--- src/rtl/pmu_pkg.sv ---
package pmu_pkg;
    typedef enum logic [3:0] {
        ADR_CTRL   = 4'd0,
        ADR_ENSET  = 4'd1,
        ADR_ENCLR  = 4'd2,
        ADR_IESET  = 4'd3,
        ADR_FLAG   = 4'd4,
        ADR_SEL    = 4'd5,
        ADR_CYC    = 4'd6,
        ADR_EVTYPE = 4'd7,
        ADR_EVCNT  = 4'd8
    } pmu_addr_e;

    localparam int CTRL_GLOBAL_BIT = 0;
    localparam int CTRL_EVRST_BIT  = 1;
    localparam int CTRL_CYRST_BIT  = 2;
endpackage

--- src/rtl/pmu_event_sel.sv ---
module pmu_event_sel #(
    parameter int NUM_EVENTS = 256,
    parameter int TYPE_W     = 8
) (
    input  logic [NUM_EVENTS-1:0] events,
    input  logic [TYPE_W-1:0]     ev_type,
    output logic                  hit
);
    localparam int SPAN = 1 << TYPE_W;

    generate
        if (NUM_EVENTS >= SPAN) begin : g_full
            assign hit = events[ev_type];
        end else begin : g_partial
            always_comb begin
                hit = 1'b0;
                for (int k = 0; k < NUM_EVENTS; k++) begin
                    if (ev_type == TYPE_W'(k)) hit = events[k];
                end
            end
        end
    endgenerate
endmodule

--- src/rtl/pmu_counter.sv ---
module pmu_counter #(
    parameter int W = 32
) (
    input  logic         clk,
    input  logic         rst_n,
    input  logic         load,
    input  logic [W-1:0] load_val,
    input  logic         clr,
    input  logic         inc,
    output logic [W-1:0] count,
    output logic         ovf
);
    typedef struct packed {
        logic [W-1:0] count;
    } cnt_state_t;

    cnt_state_t st_d, st_q;

    always_comb begin
        st_d = st_q;
        ovf  = 1'b0;
        if (load) begin
            st_d.count = load_val;
        end else if (clr) begin
            st_d.count = '0;
        end else if (inc) begin
            st_d.count = st_q.count + W'(1);
            ovf        = &st_q.count;
        end
    end

    always_ff @(posedge clk or negedge rst_n) begin
        if (!rst_n) st_q <= '0;
        else        st_q <= st_d;
    end

    assign count = st_q.count;

    AST_LOAD_WINS:
    assert property (@(posedge clk) disable iff (!rst_n)
        load |=> (st_q.count == $past(load_val)));

    AST_STEP_ONE:
    assert property (@(posedge clk) disable iff (!rst_n)
        (inc && !load && !clr) |=> (st_q.count == $past(st_q.count) + W'(1)));

    AST_CLEAR_ZERO:
    assert property (@(posedge clk) disable iff (!rst_n)
        (clr && !load) |=> (st_q.count == '0));

    AST_IDLE_HOLD:
    assert property (@(posedge clk) disable iff (!rst_n)
        (!inc && !load && !clr) |=> $stable(st_q.count));
endmodule

--- src/rtl/pmu_ctrl_regs.sv ---
module pmu_ctrl_regs
    import pmu_pkg::*;
#(
    parameter int NUM_EVT = 4,
    parameter int TYPE_W  = 8,
    parameter int DATA_W  = 32,
    localparam int NUM_CNT = NUM_EVT + 1,
    localparam int SEL_W   = (NUM_EVT > 1) ? $clog2(NUM_EVT) : 1
) (
    input  logic                           clk,
    input  logic                           rst_n,
    input  logic                           reg_wr,
    input  logic [3:0]                     reg_addr,
    input  logic [NUM_CNT-1:0]             wmask,
    input  logic [TYPE_W-1:0]              wlow,
    input  logic [NUM_CNT-1:0]             ovf,
    output logic                           glob_en,
    output logic [NUM_CNT-1:0]             cnt_en,
    output logic [SEL_W-1:0]               sel,
    output logic [NUM_EVT-1:0][TYPE_W-1:0] ev_type,
    output logic                           evt_rst,
    output logic                           cyc_rst,
    output logic                           irq,
    output logic [DATA_W-1:0]              cfg_rdata
);
    localparam int CYC_BIT = DATA_W - 1;

    typedef struct packed {
        logic                           glob_en;
        logic [NUM_CNT-1:0]             en;
        logic [NUM_CNT-1:0]             ie;
        logic [NUM_CNT-1:0]             flag;
        logic [SEL_W-1:0]               sel;
        logic [NUM_EVT-1:0][TYPE_W-1:0] ev_type;
    } ctrl_state_t;

    ctrl_state_t st_d, st_q;

    function automatic logic [DATA_W-1:0] to_word(input logic [NUM_CNT-1:0] m);
        logic [DATA_W-1:0] w;
        w = '0;
        for (int k = 0; k < NUM_EVT; k++) w[k] = m[k];
        w[CYC_BIT] = m[NUM_EVT];
        return w;
    endfunction

    always_comb begin
        st_d    = st_q;
        evt_rst = 1'b0;
        cyc_rst = 1'b0;
        if (reg_wr) begin
            case (reg_addr)
                ADR_CTRL: begin
                    st_d.glob_en = wlow[CTRL_GLOBAL_BIT];
                    evt_rst      = wlow[CTRL_EVRST_BIT];
                    cyc_rst      = wlow[CTRL_CYRST_BIT];
                end
                ADR_ENSET:  st_d.en   = st_q.en | wmask;
                ADR_ENCLR:  st_d.en   = st_q.en & ~wmask;
                ADR_IESET:  st_d.ie   = st_q.ie | wmask;
                ADR_FLAG:   st_d.flag = st_q.flag & ~wmask;
                ADR_SEL:    st_d.sel  = wlow[SEL_W-1:0];
                ADR_EVTYPE: st_d.ev_type[st_q.sel] = wlow;
                default: ;
            endcase
        end
        st_d.flag = st_d.flag | ovf;
    end

    always_ff @(posedge clk or negedge rst_n) begin
        if (!rst_n) st_q <= '0;
        else        st_q <= st_d;
    end

    always_comb begin
        cfg_rdata = '0;
        case (reg_addr)
            ADR_CTRL:              cfg_rdata[CTRL_GLOBAL_BIT] = st_q.glob_en;
            ADR_ENSET, ADR_ENCLR:  cfg_rdata = to_word(st_q.en);
            ADR_IESET:             cfg_rdata = to_word(st_q.ie);
            ADR_FLAG:              cfg_rdata = to_word(st_q.flag);
            ADR_SEL:               cfg_rdata[SEL_W-1:0] = st_q.sel;
            ADR_EVTYPE:            cfg_rdata[TYPE_W-1:0] = st_q.ev_type[st_q.sel];
            default: ;
        endcase
    end

    assign glob_en = st_q.glob_en;
    assign cnt_en  = st_q.en;
    assign sel     = st_q.sel;
    assign ev_type = st_q.ev_type;
    assign irq     = |(st_q.flag & st_q.ie);

    AST_OVF_SETS_FLAG:
    assert property (@(posedge clk) disable iff (!rst_n)
        (|ovf) |=> ((st_q.flag & $past(ovf)) == $past(ovf)));

    AST_FLAG_STICKY:
    assert property (@(posedge clk) disable iff (!rst_n)
        !(reg_wr && reg_addr == ADR_FLAG) |=> ((st_q.flag & $past(st_q.flag)) == $past(st_q.flag)));

    AST_ENSET_TAKES:
    assert property (@(posedge clk) disable iff (!rst_n)
        (reg_wr && reg_addr == ADR_ENSET) |=> ((st_q.en & $past(wmask)) == $past(wmask)));

    AST_ENCLR_TAKES:
    assert property (@(posedge clk) disable iff (!rst_n)
        (reg_wr && reg_addr == ADR_ENCLR) |=> ((st_q.en & $past(wmask)) == '0));
endmodule

--- src/rtl/perf_mon_unit.sv ---
module perf_mon_unit
    import pmu_pkg::*;
#(
    parameter int CNT_W      = 32,
    parameter int NUM_EVT    = 4,
    parameter int TYPE_W     = 8,
    parameter int NUM_EVENTS = 256
) (
    input  logic                  clk,
    input  logic                  rst_n,
    input  logic [NUM_EVENTS-1:0] events,
    input  logic                  reg_wr,
    input  logic [3:0]            reg_addr,
    input  logic [CNT_W-1:0]      reg_wdata,
    output logic [CNT_W-1:0]      reg_rdata,
    output logic                  irq
);
    localparam int NUM_CNT = NUM_EVT + 1;
    localparam int CYC_IDX = NUM_EVT;
    localparam int CYC_BIT = CNT_W - 1;
    localparam int SEL_W   = (NUM_EVT > 1) ? $clog2(NUM_EVT) : 1;

    logic                           glob_en;
    logic [NUM_CNT-1:0]             cnt_en;
    logic [SEL_W-1:0]               sel;
    logic [NUM_EVT-1:0][TYPE_W-1:0] ev_type;
    logic                           evt_rst;
    logic                           cyc_rst;
    logic [CNT_W-1:0]               cfg_rdata;
    logic [NUM_CNT-1:0]             wmask;
    logic [NUM_CNT-1:0]             ovf;
    logic [CNT_W-1:0]               cnt_val [NUM_CNT];
    logic                           wr_cyc;
    logic                           wr_evcnt;

    always_comb begin
        for (int k = 0; k < NUM_EVT; k++) wmask[k] = reg_wdata[k];
        wmask[CYC_IDX] = reg_wdata[CYC_BIT];
    end

    assign wr_cyc   = reg_wr && (reg_addr == ADR_CYC);
    assign wr_evcnt = reg_wr && (reg_addr == ADR_EVCNT);

    pmu_ctrl_regs #(
        .NUM_EVT (NUM_EVT),
        .TYPE_W  (TYPE_W),
        .DATA_W  (CNT_W)
    ) u_ctrl (
        .clk       (clk),
        .rst_n     (rst_n),
        .reg_wr    (reg_wr),
        .reg_addr  (reg_addr),
        .wmask     (wmask),
        .wlow      (reg_wdata[TYPE_W-1:0]),
        .ovf       (ovf),
        .glob_en   (glob_en),
        .cnt_en    (cnt_en),
        .sel       (sel),
        .ev_type   (ev_type),
        .evt_rst   (evt_rst),
        .cyc_rst   (cyc_rst),
        .irq       (irq),
        .cfg_rdata (cfg_rdata)
    );

    generate
        for (genvar i = 0; i < NUM_CNT; i++) begin : g_cnt
            logic inc_i;
            logic load_i;
            logic clr_i;
            if (i == CYC_IDX) begin : g_cycle
                assign inc_i  = glob_en & cnt_en[i];
                assign load_i = wr_cyc;
                assign clr_i  = cyc_rst;
            end else begin : g_event
                logic hit_i;
                pmu_event_sel #(
                    .NUM_EVENTS (NUM_EVENTS),
                    .TYPE_W     (TYPE_W)
                ) u_sel (
                    .events  (events),
                    .ev_type (ev_type[i]),
                    .hit     (hit_i)
                );
                assign inc_i  = glob_en & cnt_en[i] & hit_i;
                assign load_i = wr_evcnt && (sel == SEL_W'(i));
                assign clr_i  = evt_rst;
            end
            pmu_counter #(.W(CNT_W)) u_counter (
                .clk      (clk),
                .rst_n    (rst_n),
                .load     (load_i),
                .load_val (reg_wdata),
                .clr      (clr_i),
                .inc      (inc_i),
                .count    (cnt_val[i]),
                .ovf      (ovf[i])
            );
        end
    endgenerate

    always_comb begin
        case (reg_addr)
            ADR_CYC:   reg_rdata = cnt_val[CYC_IDX];
            ADR_EVCNT: reg_rdata = cnt_val[sel];
            default:   reg_rdata = cfg_rdata;
        endcase
    end

    AST_FROZEN_WHEN_OFF:
    assert property (@(posedge clk) disable iff (!rst_n)
        (!glob_en && !reg_wr) |=> $stable(cnt_val[CYC_IDX]));

    AST_NO_IRQ_UNFLAGGED:
    assert property (@(posedge clk) disable iff (!rst_n)
        (!irq && ovf == '0 && !(reg_wr && reg_addr == ADR_IESET)) |=> !irq);
endmodule

--- config.mk ---
export PLATFORM = sky130hd
export DESIGN_NAME = perf_mon_unit
export DESIGN_NICKNAME = d
export VERILOG_FILES = /design/src/rtl/pmu_pkg.sv /design/src/rtl/pmu_event_sel.sv /design/src/rtl/pmu_counter.sv /design/src/rtl/pmu_ctrl_regs.sv /design/src/rtl/perf_mon_unit.sv
export SDC_FILE = /design/constraint.sdc
export NUM_CORES = 1
export LEC_CHECK = 0
export ABC_CLOCK_PERIOD_IN_PS = 5650
export BUFFER_PORTS_ARGS = -buffer_cell sky130_fd_sc_hd__buf_2
export CORE_MARGIN = 5
export CORE_UTILIZATION = 40
export CTS_CLUSTER_SIZE = 40
export DETAILED_ROUTE_END_ITERATION = 10
export PLACE_DENSITY_LB_ADDON = 0.05
export SYNTH_ARGS = -nofsm -noshare
export SYNTH_HDL_FRONTEND = slang
export SYNTH_SLANG_ARGS = --single-unit
--- constraint.sdc ---
create_clock -name clk -period 5.65 [get_ports clk]
set_input_delay 0.8475 -clock clk [delete_from_list [all_inputs] [get_ports clk]]
set_output_delay 0.8475 -clock clk [all_outputs]
set_load 0.02 [all_outputs]
# Word-level counts from Yosys, hierarchy flattened

Cells that the tools add are included.

Add/sub/neg operators: 5
Multipliers: 0
Divide/modulo/power cells: 0
Magnitude comparators: 7
Equal/unequal tests: 11
Shifts and indexed selects: 0
Multiplexer cells: 60
Bitwise logic cells: 17
Reductions and logical operators: 27

Operators by type and width:

| operator              | count |
|---|---|
| $mux 32               | 18 |
| $add 32x1->32 const B | 5 |
| $reduce_and 32->1     | 5 |
| $bmux 32 s3           | 1 |
| $pmux 24 s3           | 1 |
| $pmux 32 s2           | 1 |
| $mux 39               | 1 |
| $lt 8x9->1 const B    | 4 |
| $bmux 1 s8            | 4 |
| $bwmux 32             | 1 |
| $pmux 6 s4            | 1 |
| $mux 1                | 23 |
| $bmux 8 s2            | 1 |
| $demux 8 s2           | 1 |
| $eq 4x3->1 const B    | 4 |
| $mux 8                | 2 |
| $and 5x5->5           | 3 |
| $or 5x5->5            | 3 |
| $reduce_bool 3->1     | 5 |
| $pmux 5 s2            | 1 |
| $reduce_and 2->1      | 5 |
| $and 1x1->1           | 9 |
| $eq 4x2->1 const B    | 2 |
| $logic_and 1x1->1     | 7 |
| other kinds (18)      | 19 |

Bits in registers: 210
Bits in latches: 0
Bits in writable memories: 0
Bits in read-only memories: 0
Input bits: 295
Output and inout bits: 33
Logic and storage cells: 141
Memories kept: 0

# Longest topological paths before layout

Word-level depth: 8
Depth in mapped cells: 15
Depth with buffers taken out: 9

# Cells and area by module

From an unflattened synthesis, not the netlist that was laid out.

Cell total of the unflattened synthesis: 2549
Area, all modules: 24021.8 um2

By module, submodules not included:

| module        | instances | cells an instance | area an instance (um2) | seq. area each (um2) |
|---|---|---|---|---|
| pmu_counter   | 5         | 258               | 2145.8                 | 800.8 |
| pmu_event_sel | 4         | 220               | 2222.1                 | 0.0 |
| pmu_ctrl_regs | 1         | 251               | 2916.5                 | 1251.2 |
| perf_mon_unit | 1         | 128               | 1487.7                 | 0.0 |

# Worst setup path before layout

Ideal clock, no wire load.

Path type: input to register
From: input reg_addr[1]
To: register g_cnt[0].u_counter.st_q, in the netlist g_cnt[0].u_counter.count[5]
Library setup time: 0.127 ns
Data arrival time: 3.065 ns
Required time: 5.523 ns
Path slack: 2.458 ns
Stages on the path: 9
Buffers on the path: 3
Cell sequence: clkbuf_1 > or4b_1 > clkbuf_1 > nor4b_2 > or2_2 > clkbuf_1 > nor2_1 > a221oi_1 > nor2_1

Word-level cells in the longest chain between the ends: 5
Elaborated cells between the ends (all ways): 9
Classes of those cells: 1 x eq/ne; 4 x mux; 4 x reduce/logical

Ends and longest elaborated chain:

| element              | RTL line            | text |
|---|---|---|
| start, declared      | perf_mon_unit.sv:13 | `input logic [3:0] reg_addr,` |
| $logic_not 4->1      | pmu_ctrl_regs.sv:52 | `case (reg_addr)` |
| $mux 1               | pmu_ctrl_regs.sv:52 |  |
| $mux 1               | pmu_ctrl_regs.sv:51 | `if (reg_wr) begin` |
| $mux 32              | pmu_counter.sv:24   | `end else if (clr) begin` |
| $mux 32              | pmu_counter.sv:22   | `if (load) begin` |
| end signal, assigned | pmu_counter.sv:34   | `else st_q <= st_d;` |
| end, declared        | pmu_counter.sv:17   | `cnt_state_t st_d, st_q;` |

Several ways; a longest one is shown, not always the timed one.
A chain may end at the register's enable or synchronous reset.

==> impl_summary.txt <==
----------------------------------------------------
[Clocking]
  Post-CTS setup buffer count ... 0
  Max H-tree Level ... 1
  Clock latency at the later pin of the worst-skew pair ... 0.55 ns
  Maximum buffer depth of the clock tree ... 3
  Sink count of the clock tree ... 210
  Hold buffer count at cts ... 0
  Gates resized, CTS repair ... 0
  Clock tree from TritonCTS ... built
  Root buffer cell ... sky130_fd_sc_hd__clkbuf_16
  Number of buffers created by CTS ... 26
  Worst-path clk slew ... 0.06 ns

[Drt]
  Final routed wire length divided by cell count ... 30.07 um
  Detailed Route Iter0 Violations ... 2494
  Detailed Route WL ... 96560 um
  DR vias/cell ... 6.795
  DR vias ... 21820
  Antenna viol nets, final ... 0
  Remaining DRCs ... 0
  DRT Pass-1 Iters ... 6

[Yosys]
  Syn Std Cell Area ... 22320 sq um
  Share of synthesized registers carrying an async set or reset ... 100.0%
  Yosys Warn Count ... 0
  Dominant cell type by area after synthesis ... sky130_fd_sc_hd__mux4_2
  Distinct cell type count of the synthesized netlist ... 95
  Synthesized instance count ... 2214
  Sequential share of the synthesized area ... 23.54%
  Share of the synthesized area in the top cell type ... 24.22%
  Most area-consuming cells after synthesis ... sky130_fd_sc_hd__mux4_2 (24%), sky130_fd_sc_hd__dfrtp_1 (24%), sky130_fd_sc_hd__nand2_1 (5.1%)
  EDFF count, synth ... 0
  Synth Area per Inst ... 10.08 sq um
  Most frequently used flop master after synthesis ... sky130_fd_sc_hd__dfrtp_1
  Net Count, Synth ... 2514
  Synthesized flop and latch total ... 210

[Timing]
  Total setup violations reported at the end of the flow ... 0
  Peak clock frequency supported by timing ... 220.2 MHz
  Total Negative Setup Slacks ... 0 ns
  Worst-Margin Slew ... 1.133 ns
  Clock Skews ... 0.01438 ns
  Tcrit/Tclk final ... 80.39%
  Pins Over Slew Limit ... 0
  RSZ-0062 raised after global routing ... no
  Min cycle time layout ... 4.542 ns
  Final Hold Vio Count ... 0
  Smallest hold slack ... 0.3177 ns
  Final critical-path setup slack ... 1.108 ns
  Slew headroom ... 23.86%

[Setup path]
  Data arrival time of the critical path ... 4.99 ns
  Worst path slowest cell ... sky130_fd_sc_hd__dfrtp_4
  Longest individual stage delay on the worst path ... 1.00 ns
  Worst R2R Setup Slack ... 1.11 ns
  Type of origin of the critical path ... flip-flop
  Reg2Reg Capture Point ... g_cnt[3].u_counter.count[27]
  Worst path cell trace ... buf_4 > mux2_2 > mux2i_1 > o2bb2ai_1 > or4_1 > nand3b_1 > nand4_1 > nand2_1 > a21oi_1 > a221oi_1
  Type of the worst setup path ... reg -> reg
  Path depth of the worst reg2reg path ... 10
  Data required time at the worst endpoint ... 6.10 ns
  Highest net fanout along the worst path ... 43
  Endpoint type of the worst setup path ... flip-flop

[Die]
  Core outline area ... 55200 sq um
  Number of primary I/O pins ... 328
  Chip width ... 246.2 um
  Number of cell rows ... 86
  Effective utilization at floorplan ... 40.43%
  Die Area ... 60620 sq um
  Die Height ... 246.2 um

[Global routing]
  Pin count of the biggest net entering global routing ... 102
  First-pass GRT wire length ... 141400 um
  Remaining global-route overflow ... 0
  Vias in the first global route ... 20850
  Overall global routing resource usage ... 30.85%
  Number of antenna violations at the first check in global routing ... 1

[Power]
  Leakage power ... 9.338 nW
  Pwr/cell area ... 298.8 nW/um^2
  VDD IR-drop max ... 0.2113 mV

[Place]
  Placer Congestion ... 0.9588
  Place WS ... 1.147 ns
  Total instance count after detailed placement ... 3163
  Number of buffers inserted by port buffering ... 327
  Detailed-placement wirelength estimate ... 72590 um

[Layout]
  Fraction of final layout cells sized beyond drive strength 1 ... 32.40%
  Total number of nets in the final design ... 2743
  Fin cells ... 3211
  Synth-to-layout area growth ... 12.58%
  Fraction of the core area covered by cells at the end of the flow ... 45.52%

[Job]
  Max Cap Viol ... 0

[Status]
  Outcome ... completed

[Worst hold path]
  Worst hold-check path type ... in -> async

----------------------------------------------------
==> synthesized netlist by cell type (all sizes together), types with 28 or more instances <==
library cell and count:
nor2 84, inv 28, xnor2 50, dfrtp 210, buf 90, mux4 281, nand2 307, a22o 39
nor3 41, clkbuf 91, and3 38, nand3 103, a21oi 182, mux2i 62, a22oi 60, mux2 45
o21ai 160, o31ai 31, nand4 35
==> cells in the final DEF, fill, tap and decap left out, types with 53 or more instances in the layout <==
cell type,n
sky130_fd_sc_hd__a21oi_1,163
sky130_fd_sc_hd__a22oi_1,60
sky130_fd_sc_hd__buf_2,326
sky130_fd_sc_hd__buf_4,53
sky130_fd_sc_hd__dfrtp_1,200
sky130_fd_sc_hd__mux2i_1,62
sky130_fd_sc_hd__mux4_2,240
sky130_fd_sc_hd__nand2_1,303
sky130_fd_sc_hd__nand3_1,101
sky130_fd_sc_hd__nor2_1,78
sky130_fd_sc_hd__o21ai_0,133
==> critical path, delay by kind of cell, from the launching register on <==
family,cells,cell delay (ns)
compound gates,3,0.50
buf+inv,1,0.39
mux,2,0.30
flops,1,1.00
simple gates,4,2.20
==> final cells by class <==
| class | count | area, sq um |
|---|---|---|
| diodes | 3 | 7.507 |
| clock buffers | 39 | 760.7 |
| clock inverters | 6 | 55.05 |
| fillers | 5225 | 30070 |
| inverters | 29 | 108.9 |
| multi-input cells | 1794 | 15900 |
| flip-flops and latches | 210 | 5278 |
| well taps | 748 | 935.9 |
| repair buffers | 382 | 2085 |
==> metrics by stage <==
| step | instance area (sq um) | total power [W] |
|---|---|---|
| 2_1_floorplan | 22320 | 0.004584 |
| 3_3_place_gp | 24310 | 0.005751 |
| 3_5_place_dp | 24310 | 0.005769 |
| 4_1_cts | 25120 | 0.007438 |
| 5_1_grt | 25120 | 0.007833 |
| 6_report | 25130 | 0.007509 |
==> per-layer routing <==
metal	part of all wire, %	vias to the layer above	track usage, %	routed length (um)
met4	2.1	2	5.415	2037
met1	43	11060	46.86	41750
met3	12	157	7.995	11140
met5	0.093	-	1.307	90
li1	-	9265	-	-
met2	43	1333	45.00	41550
==> where the power goes <==
part	internal (W)	switching, W	total, W
Sequential	0.00180	0.000748	0.00255
Combinational	0.00154	0.00176	0.00331
Clock	0.000967	0.000688	0.00165
==> cell families after synthesis <==
family / after synthesis / synth area share [%]
and+or+nand+nor: 734 / 16.33
AOI/OAI and AO/OA: 602 / 17.80
muxes: 388 / 34.09
buffers and inverters: 210 / 5.398
DFF: 210 / 23.54
xor gates and xnor gates: 65 / 2.551
adders and majority gates: 5 / 0.2803
==> worst max-delay path by stage <==
stage / cells past startpoint / startpoint / slack, ns / endpoint
final: 10 / flip-flop / 1.11 / g_cnt[3].u_counter.count[27]
after global routing: 11 / flip-flop / 0.81 / g_cnt[2].u_counter.count[7]
after CTS: 11 / flip-flop / 1.09 / g_cnt[2].u_counter.count[7]
after detailed placement: 11 / flip-flop / 1.15 / g_cnt[2].u_counter.count[7]
after global placement: 9 / flip-flop / 1.20 / g_cnt[3].u_counter.count[27]
after floorplan: 9 / reg_addr[1] / 2.46 / g_cnt[0].u_counter.count[5]
Power figures use the tool's default switching activity.
